<file path="src/rtl/xmem_pkg.sv">
// Shared types for the multiplexed external memory bus controller.
// Assumes a single clock domain and synchronous active-low reset.
package xmem_pkg;

    // Access phases, in the order they are visited.
    typedef enum logic [1:0] {
        PH_IDLE = 2'd0,
        PH_ADDR = 2'd1,
        PH_STRB = 2'd2,
        PH_REL  = 2'd3
    } xm_phase_t;

endpackage

</file>
<file path="src/rtl/xmem_region.sv">
// Classifies an address as external (above the internal SRAM top) or internal.
// Assumes SRAM_TOP is the last internal address.
module xmem_region #(
    parameter int                ADDR_W   = 16,
    parameter logic [ADDR_W-1:0] SRAM_TOP = 16'h10FF
) (
    input  logic [ADDR_W-1:0] addr,
    output logic              is_ext
);

    // Strict comparison: the top address itself is internal.
    always_comb is_ext = (addr > SRAM_TOP);

endmodule

</file>
<file path="src/rtl/xmem_hi_mask.sv">
// Turns the width code into a per-bit drive mask for the high address bus.
// Code all-ones drives nothing; code c otherwise drives HI_W-c low-order bits.
// Assumes HI_W >= 2**HCODE_W - 1 so that every code maps to a valid width.
module xmem_hi_mask #(
    parameter int HI_W    = 8,
    parameter int HCODE_W = 3
) (
    input  logic               en,
    input  logic [HCODE_W-1:0] code,
    output logic [HI_W-1:0]    mask
);

    int width;

    // Number of high bits the code asks for.
    always_comb width = (code == {HCODE_W{1'b1}}) ? 0 : (HI_W - int'(code));

    for (genvar i = 0; i < HI_W; i++) begin : g_bit
        // Bit i is driven when the interface is on and i lies inside the width.
        assign mask[i] = en && (i < width);
    end

endmodule

</file>
<file path="src/rtl/xmem_seq.sv">
// Phase sequencer: idle -> address -> strobe (1+W cycles) -> release -> idle.
// Takes a request only while idle; the wait count is loaded on acceptance.
module xmem_seq
    import xmem_pkg::*;
#(
    parameter int WAIT_W = 2
) (
    input  logic              clk,
    input  logic              rst_n,
    input  logic              req,
    input  logic [WAIT_W-1:0] wait_ld,
    output xm_phase_t         phase,
    output logic              accept,
    output logic              samp
);

    logic [WAIT_W-1:0] cnt_q;

    // Request is taken only when no access is in flight.
    always_comb accept = (phase == PH_IDLE) && req;
    // Last strobe cycle: the read data is captured on the edge that ends it.
    always_comb samp = (phase == PH_STRB) && (cnt_q == '0);

    // Phase register and wait-state down counter.
    always_ff @(posedge clk) begin
        if (!rst_n) begin
            phase <= PH_IDLE;
            cnt_q <= '0;
        end else begin
            case (phase)
                PH_IDLE: if (req) begin
                    phase <= PH_ADDR;
                    cnt_q <= wait_ld;
                end
                PH_ADDR: phase <= PH_STRB;
                PH_STRB: if (cnt_q == '0) phase <= PH_REL;
                         else cnt_q <= cnt_q - 1'b1;
                default: phase <= PH_IDLE;
            endcase
        end
    end

endmodule

</file>
<file path="src/rtl/xmem_bus_ctrl.sv">
// Top of the multiplexed external memory bus controller.
// Latches the request, classifies it, runs the phase sequencer and drives the
// shared address/data pins, high address bus, latch enable and strobes.
// Assumes one request is outstanding at a time; the CPU waits for cpu_rdy.
module xmem_bus_ctrl
    import xmem_pkg::*;
#(
    parameter int                ADDR_W   = 16,
    parameter int                LO_W     = 8,
    parameter int                WAIT_W   = 2,
    parameter int                HCODE_W  = 3,
    parameter logic [ADDR_W-1:0] SRAM_TOP = 16'h10FF,
    localparam int               HI_W     = ADDR_W - LO_W
) (
    input  logic               clk,
    input  logic               rst_n,
    input  logic               cfg_en,
    input  logic [WAIT_W-1:0]  cfg_wait,
    input  logic [HCODE_W-1:0] cfg_hiw,
    input  logic               cpu_req,
    input  logic               cpu_we,
    input  logic [ADDR_W-1:0]  cpu_addr,
    input  logic [LO_W-1:0]    cpu_wdata,
    output logic [LO_W-1:0]    cpu_rdata,
    output logic               cpu_rdy,
    output logic               pin_ovr,
    output logic [LO_W-1:0]    ad_out,
    input  logic [LO_W-1:0]    ad_in,
    output logic               ad_oe,
    output logic [HI_W-1:0]    ahi_out,
    output logic [HI_W-1:0]    ahi_oe,
    output logic               ale,
    output logic               rd_n,
    output logic               wr_n
);

    xm_phase_t         phase;
    logic              accept, samp, is_ext;
    logic [WAIT_W-1:0] wait_ld;
    logic [ADDR_W-1:0] addr_q;
    logic [LO_W-1:0]   wdata_q, rdata_q;
    logic              we_q, ext_q, strb_ph, data_ph;

    xmem_region #(.ADDR_W(ADDR_W), .SRAM_TOP(SRAM_TOP)) region_i (
        .addr   (cpu_addr),
        .is_ext (is_ext)
    );

    // Wait states only stretch accesses that really leave the chip.
    always_comb wait_ld = (is_ext && cfg_en) ? cfg_wait : '0;

    xmem_seq #(.WAIT_W(WAIT_W)) seq_i (
        .clk     (clk),
        .rst_n   (rst_n),
        .req     (cpu_req),
        .wait_ld (wait_ld),
        .phase   (phase),
        .accept  (accept),
        .samp    (samp)
    );

    xmem_hi_mask #(.HI_W(HI_W), .HCODE_W(HCODE_W)) hmask_i (
        .en   (cfg_en),
        .code (cfg_hiw),
        .mask (ahi_oe)
    );

    // Capture the request attributes when it is accepted.
    always_ff @(posedge clk) begin
        if (!rst_n) begin
            addr_q  <= '0;
            wdata_q <= '0;
            we_q    <= 1'b0;
            ext_q   <= 1'b0;
        end else if (accept) begin
            addr_q  <= cpu_addr;
            wdata_q <= cpu_wdata;
            we_q    <= cpu_we;
            ext_q   <= is_ext && cfg_en;
        end
    end

    // Read data register: pin value for external reads, zero otherwise.
    always_ff @(posedge clk) begin
        if (!rst_n)               rdata_q <= '0;
        else if (samp && !we_q)   rdata_q <= ext_q ? ad_in : '0;
    end

    // Phase decodes used by the pin drivers.
    always_comb strb_ph = (phase == PH_STRB);
    always_comb data_ph = (phase == PH_STRB) || (phase == PH_REL);

    // Pin drivers; everything is gated by the enable so pins return to ports.
    always_comb begin
        pin_ovr   = cfg_en;
        ale       = cfg_en && (phase == PH_ADDR);
        ad_out    = (phase == PH_ADDR) ? addr_q[LO_W-1:0] : wdata_q;
        ad_oe     = cfg_en && ((phase == PH_ADDR) || (data_ph && we_q));
        ahi_out   = addr_q[ADDR_W-1:LO_W];
        rd_n      = !(cfg_en && ext_q && !we_q && strb_ph);
        wr_n      = !(cfg_en && ext_q &&  we_q && strb_ph);
        cpu_rdy   = (phase == PH_REL);
        cpu_rdata = rdata_q;
    end

endmodule

</file>
<file path="config.mk">
export PLATFORM = sky130hd
export DESIGN_NAME = xmem_bus_ctrl
export DESIGN_NICKNAME = d
export VERILOG_FILES = /design/src/rtl/xmem_pkg.sv /design/src/rtl/xmem_region.sv /design/src/rtl/xmem_hi_mask.sv /design/src/rtl/xmem_seq.sv /design/src/rtl/xmem_bus_ctrl.sv
export SDC_FILE = /design/constraint.sdc
export NUM_CORES = 1
export LEC_CHECK = 0
export ABC_AREA = 1
export BUFFER_PORTS_ARGS = -buffer_cell sky130_fd_sc_hd__buf_2
export CAP_MARGIN = 20
export CELL_PAD_IN_SITES_DETAIL_PLACEMENT = 2
export CELL_PAD_IN_SITES_GLOBAL_PLACEMENT = 2
export CORE_MARGIN = 3
export CORE_UTILIZATION = 25
export DETAILED_ROUTE_END_ITERATION = 10
export PLACE_DENSITY_LB_ADDON = 0.1
export SLEW_MARGIN = 30
export SYNTH_ARGS = -nofsm -noshare
export SYNTH_HDL_FRONTEND = slang
export SYNTH_HIERARCHICAL = 1
export SYNTH_SLANG_ARGS = --single-unit
export TNS_END_PERCENT = 20
</file>
<file path="constraint.sdc">
create_clock -name clk -period 1.7 [get_ports clk]
set_input_delay 0.34 -clock clk [delete_from_list [all_inputs] [get_ports clk]]
set_output_delay 0.34 -clock clk [all_outputs]
set_load 0.005 [all_outputs]
</file>
### Word-level counts from Yosys, hierarchy flattened

Index checks and enable logic that the tools add are counted.

* reduce and logical (&&, ||, !) cells: 30
* eq/ne operators: 7
* multiplexer cells: 10
* magnitude comparators: 9
* $add $sub $neg: 2

Operators with widths (number)
* 4-bit by 32-bit less-than comparator with 1-bit output (first input constant): 4
* 3-bit by 32-bit less-than comparator with 1-bit output (first input constant): 2
* 1-bit by 32-bit less-than comparator with 1-bit output (first input constant): 1
* 2-bit by 32-bit less-than comparator with 1-bit output (first input constant): 1
* 32-bit 2-to-1 mux: 1
* 1-bit logical AND: 20
* 16-bit by 13-bit > comparator with 1-bit output (second input constant): 1
* 8-bit 2-to-1 mux: 2
* 2-bit 2-to-1 mux: 5
* 2-bit case mux with 3 select lines: 1
* 4-bit by 3-bit subtractor with 5-bit output (first input constant): 1
* 2-bit == test (second input constant): 2
* 2-bit zero test: 2
* 2-bit != test (second input constant): 2
* 2-bit case mux with 2 select lines: 1
* 3-bit == test (second input constant): 1
* 1-bit zero test: 3
* 3-bit AND reduction: 1
* 2-bit by 1-bit == test with 1-bit output (second input constant): 1
* 1-bit logical OR: 2
* 2-bit by 1-bit != test with 1-bit output (second input constant): 1
* 2-bit AND reduction: 1
* 2-bit nonzero test: 1
* 2-bit by 1-bit subtractor with 2-bit output (second input constant): 1

* flip-flop bits (word level): 38
* input port bits: 42

### Longest topological paths before layout

Gate-level depths: netlist (run 1).

* depth in word-level cells: 5
* mapped depth: 10

### Modules after synthesis

The synthesis (run 1) kept the hierarchy.

By module, submodules not included
* xmem_bus_ctrl: instances 1, cells each 232, area an instance 1575.3 um2, sequential area each 680.7 um2
* xmem_seq: instances 1, cells each 48, area an instance 302.8 um2, sequential area each 80.1 um2
* xmem_hi_mask: instances 1, cells each 34, area an instance 170.2 um2, sequential area each 0.0 um2
* xmem_region: instances 1, cells each 6, area an instance 28.8 um2, sequential area each 0.0 um2

### Worst setup path after synthesis (run 1)

No wires, ideal clock.

* path type: reg2reg
* start: reg seq_i.phase[1]
* end: reg addr_q[10]
* setup time: 0.116 ns
* cell stages (with the launch flop): 9
* arrival: 1.265 ns
* data required time: 1.584 ns
* path slack: 0.320 ns
* clock period less this slack: 1.380 ns
* path through: dfxtp_1 inv_1 ha_1 nand2_1 inv_1 buf_6 buf_6 o21ai_0 nor2_1

* cells in the longest elaborated chain, start to end: 2

Ends and longest elaborated chain
* from (decl): RTL line xmem_seq.sv:12 `output xm_phase_t phase,`
* from (signal assigned): RTL line xmem_seq.sv:27 `phase <= PH_IDLE;`
* from (signal assigned): RTL line xmem_seq.sv:32 `phase <= PH_ADDR;`
* from (signal assigned): RTL line xmem_seq.sv:35 `PH_ADDR: phase <= PH_STRB;`
* 2-bit zero test: RTL line xmem_seq.sv:20 `always_comb accept = (phase == PH_IDLE) && req;`
* 1-bit logical AND: RTL line xmem_seq.sv:20
* named net accept: RTL line xmem_bus_ctrl.sv:38 `logic accept, samp, is_ext;`
* to (signal assigned): RTL line xmem_bus_ctrl.sv:76 `addr_q <= cpu_addr;`
* to (decl): RTL line xmem_bus_ctrl.sv:40 `logic [ADDR_W-1:0] addr_q;`

The timed path passes the listed nets, and every way through them passes these cells.
A chain may end at the register's enable or synchronous reset.

### Worst setup path in the final report (run 1)

* start: in cfg_hiw[0]
* end: out ahi_oe[6]

* cells in the longest elaborated chain, start to end: 4
* elaborated cells on any way between the ends: 5

Ends and longest elaborated chain
* from (decl): RTL line xmem_bus_ctrl.sv:19 `input logic [HCODE_W-1:0] cfg_hiw,`
* 4-bit by 3-bit subtractor with 5-bit output or 3-bit == test (tied branches): RTL line xmem_hi_mask.sv:16 `always_comb width = (code == {HCODE_W{1'b1}}) ? 0 : (HI_W - int'(code));`
* 32-bit 2-to-1 mux *: RTL line xmem_hi_mask.sv:16
* 4-bit by 32-bit less-than comparator with 1-bit output *: RTL line xmem_hi_mask.sv:20 `assign mask[i] = en && (i < width);`
* 1-bit logical AND *: RTL line xmem_hi_mask.sv:20
* to (decl): RTL line xmem_bus_ctrl.sv:31 `output logic [HI_W-1:0] ahi_oe,`

Every way passes the cells marked *; elsewhere a longest branch is shown, timed or not.

==> results.cfg, run 1 <==
[detailed_routing]
vias = 2160
drt_iter0_markers = 41
wl_per_cell_um = 12.6
viasPerCell = 4.35
drt_pass1_iterations = 3
finalWirelength_um = 6260
drc = 0
postRouteAntennaNets = 0

[critical_path]
cp-start-kind = primary input
r2r-start = seq_i/phase[1]$_SDFFE_PN0P_
cp-end-kind = primary output
crit_slowest_cell = ha_1
arrival_ns = 1.24
critPathKind = in -> out
cp_max_fo = 5
cpMostUsedCell = nand2_2
cp_slowest_stage_delay_ns = 0.21
crit_chain = clkbuf_4, ha_1, nand2_2, nand2_2, inv_1, nand2_1, o21ai_2, buf_2
cp_data_required_time_ns = 1.36
startpoint = cfg_hiw[0]

[sta]
timing.final.crit_share_pct = 93.2
max_clock_freq_mhz = 631
maxSlewHeadroom_pct = 81.6
slew_viol_final = 0
finalHoldViolations = 0
rsz0062_at_grt = no
tns_ns = 0
finalSetupViolations = 0
finClkSkew_ns = 0.00595
tightestPinTransition_ns = 0.276
hold_ws_ns = 0.269
period_needed_ns = 1.58

[layout]
fin_nets = 442
num_antenna_cells = 0
syn_to_final_growth_pct = 26.0
drive_gt1_share_pct = 28.2
final_cell_area_sq_um = 2620

[yosys]
synth_nets = 369
synth.distinct_cells = 23
yosys_warnings = 6
synth-seq-cells = 38
syn_area_sq_um = 2080
avgSynthCellArea_sq_um = 6.49
ys_seq_area_share_pct = 36.6
synthCells = 320

[clocking]
cts_sinks = 38
h-tree-depth = 2
clock_path_buffers = 2
cts_tree = yes
cts_root_buf = clkbuf_8
post_cts_buffers = 0
clk-insertion-delay-late_ns = 0.29
clkTransAtPathRegs_ns = 0.08
cts_buffers = 5

[die]
core_sq_um = 7890
io_pins = 80
die_x_um = 97.2
initial_core_util_pct = 26.3
rows = 32
fp.dieH_um = 97.2
die_area_sq_um = 9440

[global_routing]
grt_pass1_wl_um = 11100
grt_max_degree = 26
grt_usage_pct = 14.1
antenna_found_initial = 0
grt_overflow = 0
grt_pass1_vias = 2297

[worst_hold_path]
holdCritStartpoint = cpu_wdata[2]
hp-class = in -> reg

[power]
p_leak_nw = 1.54
ir_worst_vdd_v = 0.000441
power.density_nw_per_um2 = 1320

[placement]
dp_hpwl_um = 4840
gp_congestion = 0.764
port_buffers = 79
postPlaceCellArea_sq_um = 2490

[run]
cap_violations = 0

[outcome]
status = completed
[through the flow]
stage / instances / power [mW] / setup slack, ns / util, %
3_3_place_gp: 488 / 2.77 / 0.105 / 31.6
5_1_grt: 496 / 3.83 / 0.00957 / 33.2
2_1_floorplan: 320 / 2.35 / 0.320 / -
4_1_cts: 496 / 3.52 / 0.0409 / 32.8
3_5_place_dp: 488 / 2.82 / 0.0455 / 31.6
6_report: 496 / 3.45 / 0.116 / 33.2
[report_power, final]
group          leakage [nW]  switching, mW  internal [mW]
Sequential            0.314          0.151           1.16
Clock                0.0472          0.334          0.326
Combinational          1.18          0.912          0.568
[area by class of cell]
| cell class | instances | area (sq um) |
|---|---|---|
| Fill cell | 1008 | 5270 |
| Multi-Input combinational cell | 216 | 1000 |
| Sequential cell | 38 | 762 |
| Timing Repair Buffer | 86 | 454 |
| Inverter | 46 | 178 |
| Tap cell | 102 | 128 |
| Clock buffer | 6 | 82.6 |
| Clock inverter | 2 | 12.5 |
[worst max-delay path, delay by kind of cell]
kind	cells	cell delay, ns
AOI/OAI and AO/OA	1	0.10
adders and majority gates	1	0.21
buffers and inverters	3	0.35
and+or+nand+nor	3	0.24
[sequential cells by signal, indices dropped and copies added, names as in the netlist]
register	count
cpu_rdata	8
addr_q	16
seq_i/cnt_q	2
we_q	1
seq_i/phase	2
wdata_q	8
ext_q	1
[worst paths after layout]
| check | cells past startpoint | slack [ns] | endpoint |
|---|---|---|---|
| worst min register to register | 2 | 0.50 | addr_q[13]$_SDFFE_PN0P_ |
| worst max-delay path | 8 | 0.12 | ahi_oe[6] |
| worst max register to register | 7 | 0.21 | addr_q[11]$_SDFFE_PN0P_ |
| worst min-delay path | 3 | 0.27 | wdata_q[2]$_SDFFE_PN0P_ |
[cell families after synthesis]
kind of cell,after synthesis,share of synthesized area [%]
flops,38,36.6
buf+inv,66,16.3
simple gates,175,34.3
compound gates,34,8.49
fa+ha+maj,7,4.22
[cells in the mapped netlist]
| library cell | n | area, sq um |
|---|---|---|
| a21oi_1 | 2 | 10.0 |
| buf_2 | 5 | 25.0 |
| buf_4 | 9 | 67.6 |
| buf_6 | 5 | 56.3 |
| buf_8 | 1 | 15.0 |
| dfxtp_1 | 38 | 761 |
| ha_1 | 7 | 87.6 |
| inv_1 | 42 | 158 |
| inv_2 | 3 | 11.3 |
| inv_4 | 1 | 6.26 |
| nand2_1 | 72 | 270 |
| nand2_2 | 4 | 25.0 |
| nand2_4 | 1 | 11.3 |
| nand3_1 | 13 | 65.1 |
| nand3_2 | 1 | 10.0 |
| nand4_1 | 3 | 18.8 |
| nor2_1 | 79 | 297 |
| nor2_2 | 1 | 6.26 |
| nor3_2 | 1 | 10.0 |
| o21ai_0 | 26 | 130 |
| o21ai_1 | 4 | 20.0 |
| o21ai_2 | 1 | 8.76 |
| o21bai_1 | 1 | 7.51 |
[cell usage in the layout (no fill, tap or decap), types with 2 or more instances in the layout]
cell type  Yosys  layout
a21oi_1        2       2
buf_2          5      78
buf_4          9       6
clkbuf_8       0       6
dfxtp_1       38      37
ha_1           7       6
inv_1         42      42
inv_2          3       2
inv_4          1       2
nand2_1       72      70
nand2_2        4       5
nand2_4        1       2
nand3_1       13      13
nand4_1        3       3
nor2_1        79      79
o21ai_0       26      26
o21ai_1        4       4
[metal layers]
layer  routed length, um  track usage, %
met1                2830            17.4
met2                3080            24.8
met3                 305            3.45
met4                  46            2.92
met5                   0               0
[timing repair]
item,in CTS,in global routing
gates resized for setup,2,7
hold buffers,0,0
setup endpoints to repair,9,9
Power figures use the tool's default switching activity.
==> inputs of run 2 (changes only) <==
Settings changed: BUFFER_PORTS_ARGS -buffer_cell sky130_fd_sc_hd__buf_2 to -buffer_cell sky130_fd_sc_hd__buf_4, CORE_UTILIZATION 25 to 22.
Clock period 1.7 ns to 1.35 ns, I/O delays scaled along.
==> run 2 against run 1 <==
The run now ends with negative setup slack left. Die area increased by 13%. Sequential share of layout area decreased by 4.3 points. Combinational power increased by 76%. First-iteration DRC count decreased by 15%. Clock-buffer cell count unchanged. Cell area increased by 18%. Sequential power increased by 27%. Worst hold slack got worse by 0.070 ns. Non-clock buffer count increased by 6. Cell count increased by 2.2%.
==> results.cfg, run 2 (same netlist as run 1, synthesis figures left out) <==
[layout]
fillers = 1097
largest_register_ff_count = 16
fin_nets = 448
regArea_sq_um = 766
drive_gt1_share_pct = 36.8
syn_to_final_growth_pct = 48.4
num_antenna_cells = 0
mostFrequentLayoutCells = 79 x nor2_1, 79 x buf_4, 58 x nand2_1
final_util_pct = 34.5
fin_cells = 507
multi_input_area_sq_um = 1120
top_register = addr_q

[die]
die_area_sq_um = 10600
fp.dieH_um = 103
initial_core_util_pct = 23.2
die_x_um = 103
core_sq_um = 8930
rows = 34
io_pins = 80

[global_routing]
gr-usage-met2_pct = 23.0
grt_max_degree = 39
gr-usage-met1_pct = 16.4
grt_pass1_wl_um = 10900
grt_usage_pct = 13.1
grt-busiest-layer = met2
antenna_found_initial = 0
grt_pass1_vias = 2249
grt_overflow = 0
grt_util_met3_pct = 2.44

[sta]
fin_ws_ns = -0.115
slew_viol_final = 0
finalSetupViolations = 19
rsz0062_at_grt = yes
tightestPinTransition_ns = 0.385
maxSlewHeadroom_pct = 74.4
max_clock_freq_mhz = 683
finalHoldViolations = 0
period_needed_ns = 1.46
timing.final.crit_share_pct = 109
finClkSkew_ns = 0.00770
tns_ns = -1.29

[run]
cap_violations = 0

[critical_path]
crit_family = buffers and inverters
r2r-start = seq_i/phase[0]$_SDFFE_PN0P_
arrival_ns = 1.19
crit_chain = buf_6, inv_8, buf_12, nand3_2, nand2_2, buf_4
reg2reg_to = seq_i/cnt_q[1]$_SDFFE_PN0P_
critPathKind = reg -> out
path_buf_inv = 4
cp-start-kind = flop
cp_max_fo = 8
cp-end-kind = primary output
startpoint = seq_i/phase[1]$_SDFFE_PN0P_
reg2reg_slack_ns = 0.09
cp_slowest_stage_delay_ns = 0.36
crit_slowest_cell = dfxtp_2
cp_data_required_time_ns = 1.08
worstRegToRegCells = 7

[power]
comb_power_share_pct = 49.3
p_leak_nw = 1.64
power_frac_clock_pct = 19.0
p_int_mw = 3.27
ir_worst_vdd_v = 0.000490
netSwitchingFraction_pct = 38.1
power_mw = 5.27
seqPwrFrac_pct = 31.7
power.density_nw_per_um2 = 1710
switchingPower_mw = 2.01

[clocking]
h-tree-depth = 2
cts_tree = yes
cts_root_buf = clkbuf_8
cts_sinks = 38
clk-insertion-delay-late_ns = 0.29
clock_path_buffers = 2
cts_buffers = 5
clkTransAtPathRegs_ns = 0.08

[worst_hold_path]
holdCritStartpoint = cpu_addr[1]
hp-class = in -> reg
whs_endpoint = addr_q[1]$_SDFFE_PN0P_
whs_path_depth = 3

[placement]
dp_hpwl_um = 5120
gp_congestion = 0.732
dp_cells = 498
dp_slack_ns = -0.136
port_buffers = 79

[detailed_routing]
drc = 0
viasPerCell = 4.32
finalWirelength_um = 6830
wl_per_cell_um = 13.5
postRouteAntennaNets = 0
drt_iter0_markers = 35
vias = 2192
drt_pass1_iterations = 3

[outcome]
status = finished with violations
violations = negative setup slack
-- run 2: cell types whose count changed in the layout (fill, tap and decap cells not counted), sizes merged --
cell,previous run,this run
buf,85,92
bufinv,0,1
clkbuf,7,6
clkinv,1,0
clkinvlp,1,0
-- run 2: timing repair --
item	in CTS	in global routing
cloned	1	0
pin swaps	8	4
resized for setup	35	33
setup endpoints to repair	45	59
hold buffers	0	0
buffers inserted	1	0
-- run 2: worst max path at each step --
stage	slack [ns]	to	cells after the start
2_1_floorplan	0.02	addr_q[10]$_SDFFE_PN0P_	8
3_3_place_gp	-0.08	ahi_oe[4]	10
3_5_place_dp	-0.14	ahi_oe[4]	10
4_1_cts	-0.12	ad_out[6]	6
5_1_grt	-0.18	ad_out[6]	6
6_report	-0.11	ad_out[6]	6
-- run 2: power groups by stage --
| stage | sequential, mW | combinational, mW | clock, mW |
|---|---|---|---|
| after global routing | 1.73 | 2.94 | 1.09 |
| after detailed placement | 1.66 | 2.21 | 0 |
| after floorplan | 1.64 | 1.32 | 0 |
| after CTS | 1.66 | 2.43 | 1.05 |
| after global placement | 1.65 | 2.16 | 0 |
| final | 1.67 | 2.60 | 1.00 |
-- run 2: metal layers --
layer | share of wire (%) | wire (um) | vias up
li1 | - | - | 1119
met1 | 44 | 3000 | 1021
met2 | 50 | 3450 | 47
met3 | 4.8 | 328 | 5
met4 | 0.83 | 57 | 0
met5 | 0 | 0 | -
-- run 2: final cells by class --
class                      count  area share, %
clock buffer                   6           2.68
clock inverter                 1          0.974
inverter                      46           6.33
multi-input combinational    216           36.2
sequential                    38           24.8
tap                          108           4.38
timing repair buffer          92           24.6
-- run 2: worst register-to-register path, stage by stage (launching register included) --
cell and delay (ns):
dfxtp_4 0.38, inv_2 0.06, ha_4 0.17, buf_4 0.14
nand2_2 0.09, nand3_2 0.12, nor2_1 0.13, nor2_1 0.06
-- run 2: through the flow --
stage | hold WS, ns | cell area [sq um]
after global routing | 0.194 | 3080
after floorplan | 0.390 | 2080
final | 0.199 | 3080
after global placement | 0.474 | 2740
after CTS | 0.189 | 2980
after detailed placement | 0.488 | 2740
